<file path="src/rtl/bus_chg_pkg.sv">
package bus_chg_pkg;

    localparam int CONSEC_W = 4;
    localparam int ERR_W    = 8;

    typedef enum logic [1:0] {
        STG_PRIMARY   = 2'd0,
        STG_ALTERNATE = 2'd1,
        STG_DOWN      = 2'd2
    } stage_e;

    typedef struct packed {
        stage_e                stage;
        logic [CONSEC_W-1:0]   consec;
        logic                  bus_b;
        logic [ERR_W-1:0]      errs;
    } term_state_t;

    function automatic term_state_t fresh_state(logic bus_b, logic [ERR_W-1:0] keep_errs);
        term_state_t s;
        s.stage  = STG_PRIMARY;
        s.consec = '0;
        s.bus_b  = bus_b;
        s.errs   = keep_errs;
        return s;
    endfunction

    function automatic term_state_t apply_result(term_state_t cur, logic pass,
                                                 logic [CONSEC_W-1:0] swap_lim,
                                                 logic [CONSEC_W-1:0] down_lim);
        term_state_t nxt;
        logic [CONSEC_W-1:0] run;
        logic [CONSEC_W-1:0] lim;
        nxt = cur;
        run = cur.consec + 1'b1;
        lim = (cur.stage == STG_PRIMARY) ? swap_lim : down_lim;
        if (cur.stage != STG_DOWN) begin
            if (pass) begin
                nxt.consec = '0;
            end else begin
                if (cur.errs != '1) begin
                    nxt.errs = cur.errs + 1'b1;
                end
                if (run >= lim) begin
                    nxt.consec = '0;
                    if (cur.stage == STG_PRIMARY) begin
                        nxt.stage = STG_ALTERNATE;
                        nxt.bus_b = ~cur.bus_b;
                    end else begin
                        nxt.stage = STG_DOWN;
                    end
                end else begin
                    nxt.consec = run;
                end
            end
        end
        return nxt;
    endfunction

endpackage

</file>
<file path="src/rtl/bus_chg_decode.sv">
module bus_chg_decode #(
    parameter int NUM_TERM = 32,
    parameter int AW       = 5
) (
    input  logic                valid,
    input  logic [AW-1:0]       addr,
    output logic [NUM_TERM-1:0] hit
);
    for (genvar i = 0; i < NUM_TERM; i++) begin : g_dec
        assign hit[i] = valid && (addr == AW'(i));
    end
endmodule

</file>
<file path="src/rtl/bus_chg_entry.sv">
module bus_chg_entry
    import bus_chg_pkg::*;
#(
    parameter int   SWAP_LIMIT = 3,
    parameter int   FAIL_LIMIT = 3,
    parameter logic INIT_B     = 1'b0
) (
    input  logic             clk,
    input  logic             rst,
    input  logic             res_hit,
    input  logic             res_pass,
    input  logic             clr_hit,
    output logic             bus_b,
    output logic             down,
    output logic [ERR_W-1:0] err_cnt
);
    localparam logic [CONSEC_W-1:0] SWAP_L = CONSEC_W'(SWAP_LIMIT);
    localparam logic [CONSEC_W-1:0] DOWN_L = CONSEC_W'(FAIL_LIMIT);

    term_state_t st;

    always_ff @(posedge clk) begin
        if (rst) begin
            st <= fresh_state(INIT_B, '0);
        end else if (clr_hit) begin
            st <= fresh_state(INIT_B, st.errs);
        end else if (res_hit) begin
            st <= apply_result(st, res_pass, SWAP_L, DOWN_L);
        end
    end

    assign bus_b   = st.bus_b;
    assign down    = (st.stage == STG_DOWN);
    assign err_cnt = st.errs;
endmodule

</file>
<file path="src/rtl/bus_chg_safe.sv">
module bus_chg_safe #(
    parameter int NUM_TERM = 32,
    parameter int WATCH_A  = 1,
    parameter int WATCH_B  = 2
) (
    input  logic                clk,
    input  logic                rst,
    input  logic [NUM_TERM-1:0] down_vec,
    output logic                safe_req
);
    always_ff @(posedge clk) begin
        if (rst) begin
            safe_req <= 1'b0;
        end else if (down_vec[WATCH_A] && down_vec[WATCH_B]) begin
            safe_req <= 1'b1;
        end
    end
endmodule

</file>
<file path="src/rtl/bus_chg_monitor.sv">
module bus_chg_monitor
    import bus_chg_pkg::*;
#(
    parameter int                NUM_TERM   = 32,
    parameter int                SWAP_LIMIT = 3,
    parameter int                FAIL_LIMIT = 3,
    parameter int                WATCH_A    = 1,
    parameter int                WATCH_B    = 2,
    parameter logic [NUM_TERM-1:0] INIT_BUS_B = 32'h0000_00F0,
    localparam int               AW         = $clog2(NUM_TERM)
) (
    input  logic                clk,
    input  logic                rst,
    input  logic                res_valid,
    input  logic [AW-1:0]       res_addr,
    input  logic                res_pass,
    input  logic                clr_valid,
    input  logic [AW-1:0]       clr_addr,
    input  logic [AW-1:0]       diag_addr,
    output logic [NUM_TERM-1:0] bus_sel,
    output logic [NUM_TERM-1:0] term_failed,
    output logic                safe_mode_req,
    output logic [ERR_W-1:0]    diag_err
);
    logic [NUM_TERM-1:0] res_hit;
    logic [NUM_TERM-1:0] clr_hit;
    logic [ERR_W-1:0]    err_arr [NUM_TERM];

    bus_chg_decode #(.NUM_TERM(NUM_TERM), .AW(AW)) u_res_dec (
        .valid(res_valid), .addr(res_addr), .hit(res_hit)
    );

    bus_chg_decode #(.NUM_TERM(NUM_TERM), .AW(AW)) u_clr_dec (
        .valid(clr_valid), .addr(clr_addr), .hit(clr_hit)
    );

    for (genvar t = 0; t < NUM_TERM; t++) begin : g_term
        bus_chg_entry #(
            .SWAP_LIMIT(SWAP_LIMIT),
            .FAIL_LIMIT(FAIL_LIMIT),
            .INIT_B    (INIT_BUS_B[t])
        ) u_entry (
            .clk     (clk),
            .rst     (rst),
            .res_hit (res_hit[t]),
            .res_pass(res_pass),
            .clr_hit (clr_hit[t]),
            .bus_b   (bus_sel[t]),
            .down    (term_failed[t]),
            .err_cnt (err_arr[t])
        );
    end

    bus_chg_safe #(.NUM_TERM(NUM_TERM), .WATCH_A(WATCH_A), .WATCH_B(WATCH_B)) u_safe (
        .clk     (clk),
        .rst     (rst),
        .down_vec(term_failed),
        .safe_req(safe_mode_req)
    );

    assign diag_err = err_arr[diag_addr];
endmodule

</file>
<file path="config.mk">
export PLATFORM = sky130hd
export DESIGN_NAME = bus_chg_monitor
export DESIGN_NICKNAME = d
export VERILOG_FILES = /design/src/rtl/bus_chg_pkg.sv /design/src/rtl/bus_chg_decode.sv /design/src/rtl/bus_chg_entry.sv /design/src/rtl/bus_chg_safe.sv /design/src/rtl/bus_chg_monitor.sv
export SDC_FILE = /design/constraint.sdc
export NUM_CORES = 1
export LEC_CHECK = 0
export BUFFER_PORTS_ARGS = -buffer_cell sky130_fd_sc_hd__buf_2
export CAP_MARGIN = 20
export CORE_ASPECT_RATIO = 1.5
export CORE_MARGIN = 4
export CORE_UTILIZATION = 45
export DETAILED_ROUTE_END_ITERATION = 8
export PLACE_DENSITY_LB_ADDON = 0.08
export SYNTH_ARGS = -nofsm -noshare
export SYNTH_HDL_FRONTEND = slang
export SYNTH_SLANG_ARGS = --single-unit
</file>
<file path="constraint.sdc">
create_clock -name clk -period 2.4 [get_ports clk]
set_clock_uncertainty 0.05 [all_clocks]
set_input_delay 0.12 -clock clk [delete_from_list [all_inputs] [get_ports clk]]
set_output_delay 0.12 -clock clk [all_outputs]
set_load 0.05 [all_outputs]
</file>
==> results of run 1 <==
[cell usage after synthesis, drive strengths merged, types with 42 or more instances]
cell / count
a21oi: 145
xnor2: 161
nand3: 138
mux2i: 85
ha: 96
nor4: 76
buf: 99
and2: 70
dfxtp: 481
nor3: 103
nand2: 211
or3: 47
nor2b: 53
nand4: 63
clkbuf: 81
and3: 57
nand2b: 42
inv: 90
nor2: 410
o21ai: 114
[where the power goes]
part | leakage [nW] | total [W] | switching [W] | internal, W
Sequential | 3.88 | 0.00800 | 0.0000109 | 0.00799
Combinational | 5.97 | 0.000956 | 0.000668 | 0.000288
Clock | 0.888 | 0.00857 | 0.00340 | 0.00517
[cell families after synthesis]
| kind of cell | count (synthesis) | share of synthesized area |
|---|---|---|
| buf+inv | 270 | 0.0490 |
| flops | 481 | 0.367 |
| compound gates | 518 | 0.131 |
| fa+ha+maj | 96 | 0.0458 |
| xor+xnor | 194 | 0.0648 |
| mux | 125 | 0.0634 |
| simple gates | 1413 | 0.279 |
[timing repair]
| action | CTS | global route |
|---|---|---|
| cloned | 0 | 0 |
| pin swaps | 2 | 2 |
| gates resized for setup | 59 | 15 |
| hold buffers | 1 | 0 |
| endpoints found under the setup margin | 8 | 8 |
| hold endpoints to repair | 35 | 0 |
[worst max-delay path: cells and delay by family (launching register included)]
kind                   cells  cell delay (ns)
AO/OA/AOI/OAI              3             0.69
buffers and inverters      1             0.23
flip-flops                 1             0.33
AND/OR/NAND/NOR            2             0.33
[state kept, by name, summed over array words and instances, names as in the netlist]
name	count
g_term.u_entry.err_cnt	256
g_term.u_entry.st	192
g_term.u_entry.bus_b	32
u_safe.safe_req	1
[through the flow]
step	TNS, ns	setup slack (ns)	total power (W)	utilization
3_5_place_dp	0	0.0917	0.00909	0.481
6_report	0	0.0228	0.0175	0.517
2_1_floorplan	0	0.0920	0.00870	-
3_3_place_gp	0	0.0866	0.00909	0.481
5_1_grt	-0.195	-0.0531	0.0181	0.517
4_1_cts	-0.000244	-0.000244	0.0177	0.516
[routing by layer]
metal	routed length, microns	vias to the layer above	track usage	part of all wire
li1	-	11300	-	-
met1	34400	11400	0.327	0.42
met2	38800	581	0.423	0.48
met3	4710	169	0.0425	0.058
met4	3520	0	0.103	0.043
met5	0	-	0	0
[area by class of cell]
type,count,share of cell area
multi-input combinational,2346,0.518
sequential,481,0.323
timing repair buffer,234,0.0546
clock buffer,77,0.0503
tap,770,0.0322
inverter,90,0.0113
clock inverter,16,0.0101
antenna,1,0.0000837
[final timing paths]
check / startpoint / end / slack [ns] / cells past startpoint
setup reg to reg: g_term[30].u_entry.err_cnt[0]$_SDFFE_PP0P_ / g_term[30].u_entry.err_cnt[7]$_SDFFE_PP0P_ / 0.13 / 6
setup / recovery: g_term[26].u_entry.err_cnt[6]$_SDFFE_PP0P_ / diag_err[6] / 0.02 / 6
hold / removal: clr_addr[0] / g_term[19].u_entry.st[9]$_SDFFE_PP0P_ / 0.09 / 5
hold reg to reg: g_term[16].u_entry.st[14]$_SDFFE_PP0P_ / g_term[16].u_entry.st[14]$_SDFFE_PP0P_ / 0.41 / 2
==> reports/summary.txt, run 1 <==
fin area = 0.0299 sq mm
most common cell after layout, fill and taps aside = dfxtp_1
CTS tree = built
Area growth syn-to-layout = 13.9%
grt total ovfl = 0
Post-Syn Nets = 3,213
crit path max fanout = 3
# setup viols final = 0
Cell Chain, Critical Path = nor2b_1, a211oi_2, a2111oi_1, a31oi_1, nand3_1, buf_4
vias per cell = 5.83
Slowest-stage cell, CP = dfxtp_1
DP Area = 0.0278 sq mm
Die Height = 304 microns
Max-slew headroom = 0.408
Max VDD drop = 0.458 mV
initial drt markers = 1,571
Area contributors post-synth = dfxtp_1, nor2_1, xnor2_1, ha_1, mux2i_1
Initial Util = 0.453
Final Hold Slack = 0.0904 ns
Leakage = 10.7 nW
Max Slew Vio Count = 0
GP Congestion = 0.917
# DRC = 0
post-DP HPWL = 61.2 mm
remaining antenna violation count = 0
CTS buffer count = 50
Placed Cells = 3,920
share of layout cells above drive strength 1 = 0.145
post-layout min period = 2.38 ns
clock buffer depth = 3
die area = 0.0623 sq mm
first-pass GRT wire length = 126 mm
largest net degree at the start of global routing = 153
kind of critical path = register to primary output
most frequent cells in the layout = dfxtp_1, nor2_1, nand2_1
Main synth FF type = dfxtp_1
die width = 205 microns
initial antenna violation count = 1
clock sinks = 481
vias in the first global route = 22,300
Mean Syn Cell Area = 8.47 sq um
Fillers = 5,608
Async SR Flop Fraction = 0
Via Count = 23,400
MaxCap Viol Count = 0
number of synthesized flops with an enable pin = 0
IO Pins = 93
Slew @ Worst Pin = 0.888 ns
number of synthesized register bits = 481
port bufs = 92
fin crit share = 0.990
Post-CTS Repair Setup Buffers = 0
1st-pass router iterations = 5
num rows = 108
nature of the critical path startpoint = register
share of the synthesized area in the top cell type = 0.367
area taken by multi-input logic gates = 0.0155 sq mm
cell taking the most area after synthesis = dfxtp_1
H-tree depth = 2
Reg area = 0.00965 sq mm
CP required = 2.23 ns
Hold Fails Final Rpt = 0
sequential share of the synthesized area = 0.367
Post-Layout Cell Count = 4,015
NumNets Final = 3,319
Synth Cell Area = 0.0262 sq mm
clock slew at reported path FFs = 0.06 ns
Yosys cell types = 80
synthesized instance count = 3,097
setup repair after global routing missed its margin = yes
arrival time worst endpoint = 2.21 ns
power per cell area = 586 mW/mm^2
Syn. warnings = 0
HP Class = primary input to register
CP peak stage delay = 0.33 ns
routed len/inst = 20.3 microns
Core Region = 0.0578 sq mm
status = completed
clock network latency to the later pin of the worst-skew pair = 0.62 ns
Root Driver = clkbuf_16
CP endpoint kind = primary output
maximum clock rate = 0.421 GHz
gr usage total = 0.254
WL final = 81.4 mm
No activity file was read; power rests on OpenSTA's default activity.
==> run 2, diff against run 1 <==
==> constraint.sdc (replaced) <==
create_clock -name clk -period 2.4 [get_ports clk]
set_clock_uncertainty 0.05 [all_clocks]
set_input_delay 0.48 -clock clk [delete_from_list [all_inputs] [get_ports clk]]
set_output_delay 0.48 -clock clk [all_outputs]
set_load 0.05 [all_outputs]
==> run 2 against run 1 <==
The run now ends with negative setup slack left. Flip-flop and latch count is the same. Final cell count rose by 4.5%. Register-to-register slack better by 0.10 ns. Critical path depth is 1 higher. Combinational power up 23%. Fmax fell by 12%. Via count increased by 3.4%. Design area is 6.1% higher. Non-clock buffer count rose by 185. Global-route usage rose by 0.96 points. Worst hold slack improved by 0.29 ns.
==> reports/summary.txt, run 2 (same netlist as run 1, synthesis figures left out) <==
port bufs = 92
Via Count = 24,200
CTS buffer count = 50
CP endpoint kind = primary output
gr usage total = 0.264
1st-pass router iterations = 5
diode count = 0
MaxCap Viol Count = 0
NumNets Final = 3,504
crit path max fanout = 3
setup repair after global routing missed its margin = yes
GP Congestion = 0.911
CTS tree = built
kind of critical path = register to primary output
Max Slew Vio Count = 0
failing checks = negative setup slack
clock sinks = 481
power per cell area = 539 mW/mm^2
post-layout min period = 2.71 ns
Placed Cells = 4,098
clock slew at reported path FFs = 0.06 ns
Max VDD drop = 0.530 mV
post-DP HPWL = 65.3 mm
Die Height = 304 microns
CTS Hold Bufs = 0
# DRC = 0
num rows = 108
remaining antenna violation count = 0
vias per cell = 5.77
Hold Path Sink = u_safe.safe_req$_SDFFE_PP0P_
grt total ovfl = 0
R2R Setup Slk = 0.23 ns
routed len/inst = 20.2 microns
most frequent cells in the layout = dfxtp_1, nor2_1, buf_4
first-pass GRT wire length = 131 mm
vias in the first global route = 23,200
Worst R2R Path Depth = 6
Leakage = 11.8 nW
initial drt markers = 1,539
Hold Path Origin = rst
PnR Total Power = 0.0171 W
WL final = 84.6 mm
Slew @ Worst Pin = 0.746 ns
clock buffer depth = 3
Root Driver = clkbuf_16
Initial Util = 0.453
maximum clock rate = 0.369 GHz
Core Region = 0.0578 sq mm
status = finished, violations left
setup TNS = -1.51 ns
H-tree depth = 2
IO Pins = 93
HP Class = primary input to register
clock network latency to the later pin of the worst-skew pair = 0.60 ns
initial antenna violation count = 0
Area growth syn-to-layout = 20.9%
post-layout util = 0.548
nature of the critical path startpoint = register
Hold Fails Final Rpt = 0
CP required = 1.87 ns
# setup viols final = 8
arrival time worst endpoint = 2.18 ns
DP Area = 0.0295 sq mm
largest net degree at the start of global routing = 152
fin crit share = 1.13
Largest register FFs = 256
final worst setup slack = -0.311 ns
share of layout cells above drive strength 1 = 0.204
die area = 0.0623 sq mm
hold path cells = 3
Reg2Reg Capture Point = g_term[30].u_entry.err_cnt[7]$_SDFFE_PP0P_
fin area = 0.0317 sq mm
Max-slew headroom = 0.503
Post-Layout Cell Count = 4,195
most common cell after layout, fill and taps aside = dfxtp_1
die width = 205 microns
Critical R2R Launch = g_term[30].u_entry.err_cnt[0]$_SDFFE_PP0P_
-- run 2: stage by stage --
step | hold slack, ns | setup slack, ns
final | 0.385 | -0.311
after global routing | 0.410 | -0.374
after CTS | 0.388 | -0.361
after detailed placement | 0.408 | -0.771
after global placement | 0.390 | -0.719
after floorplan | 0.380 | 0.0139
-- run 2: layout make-up --
type	count	area (sq um)
clock inverters	16	159
fillers	5491	26100
well taps	770	963
flip-flops and latches	481	9710
multi-input cells	2346	15800
repair buffers	419	3300
clock buffers	73	1480
inverters	90	338
-- run 2: worst max-delay path by stage --
stage,endpoint,slack (ns),from,cells after the start
global placement,diag_err[3],-0.72,diag_addr[2],9
floorplan,diag_err[5],0.01,diag_addr[4],4
CTS,diag_err[7],-0.36,g_term[12].u_entry.err_cnt[7]$_SDFFE_PP0P_,8
detailed placement,diag_err[3],-0.77,diag_addr[2],9
finish,diag_err[3],-0.31,g_term[8].u_entry.err_cnt[3]$_SDFFE_PP0P_,7
global route,diag_err[3],-0.37,g_term[8].u_entry.err_cnt[3]$_SDFFE_PP0P_,7
-- run 2: routing by layer --
| metal | up-vias | GRT usage | part of all wire |
|---|---|---|---|
| met3 | 144 | 0.0314 | 0.052 |
| met5 | - | 0 | 0 |
| met1 | 11700 | 0.334 | 0.42 |
| met2 | 622 | 0.461 | 0.49 |
| met4 | 0 | 0.0932 | 0.038 |
| li1 | 11700 | - | - |
-- run 2: critical path, stage by stage, from the launching register on --
cell and delay (ns):
dfxtp_2 0.36, mux2i_1 0.09, a22o_1 0.25, a2111oi_4 0.39
buf_4 0.19, a31oi_4 0.05, nand3_4 0.11, buf_8 0.15
-- run 2: timing repair --
item,4_1_cts,5_1_grt
endpoints found under the setup margin,10,8
setup buffers,6,5
cloned,1,0
pin swaps,13,12
gates resized for setup,90,41
-- run 2: where the power goes --
group          internal [W]  total [W]  switching (W)
sequential          0.00798    0.00799      0.0000116
combinational      0.000455    0.00118       0.000721
clock               0.00458    0.00792        0.00334
total                0.0130     0.0171        0.00407
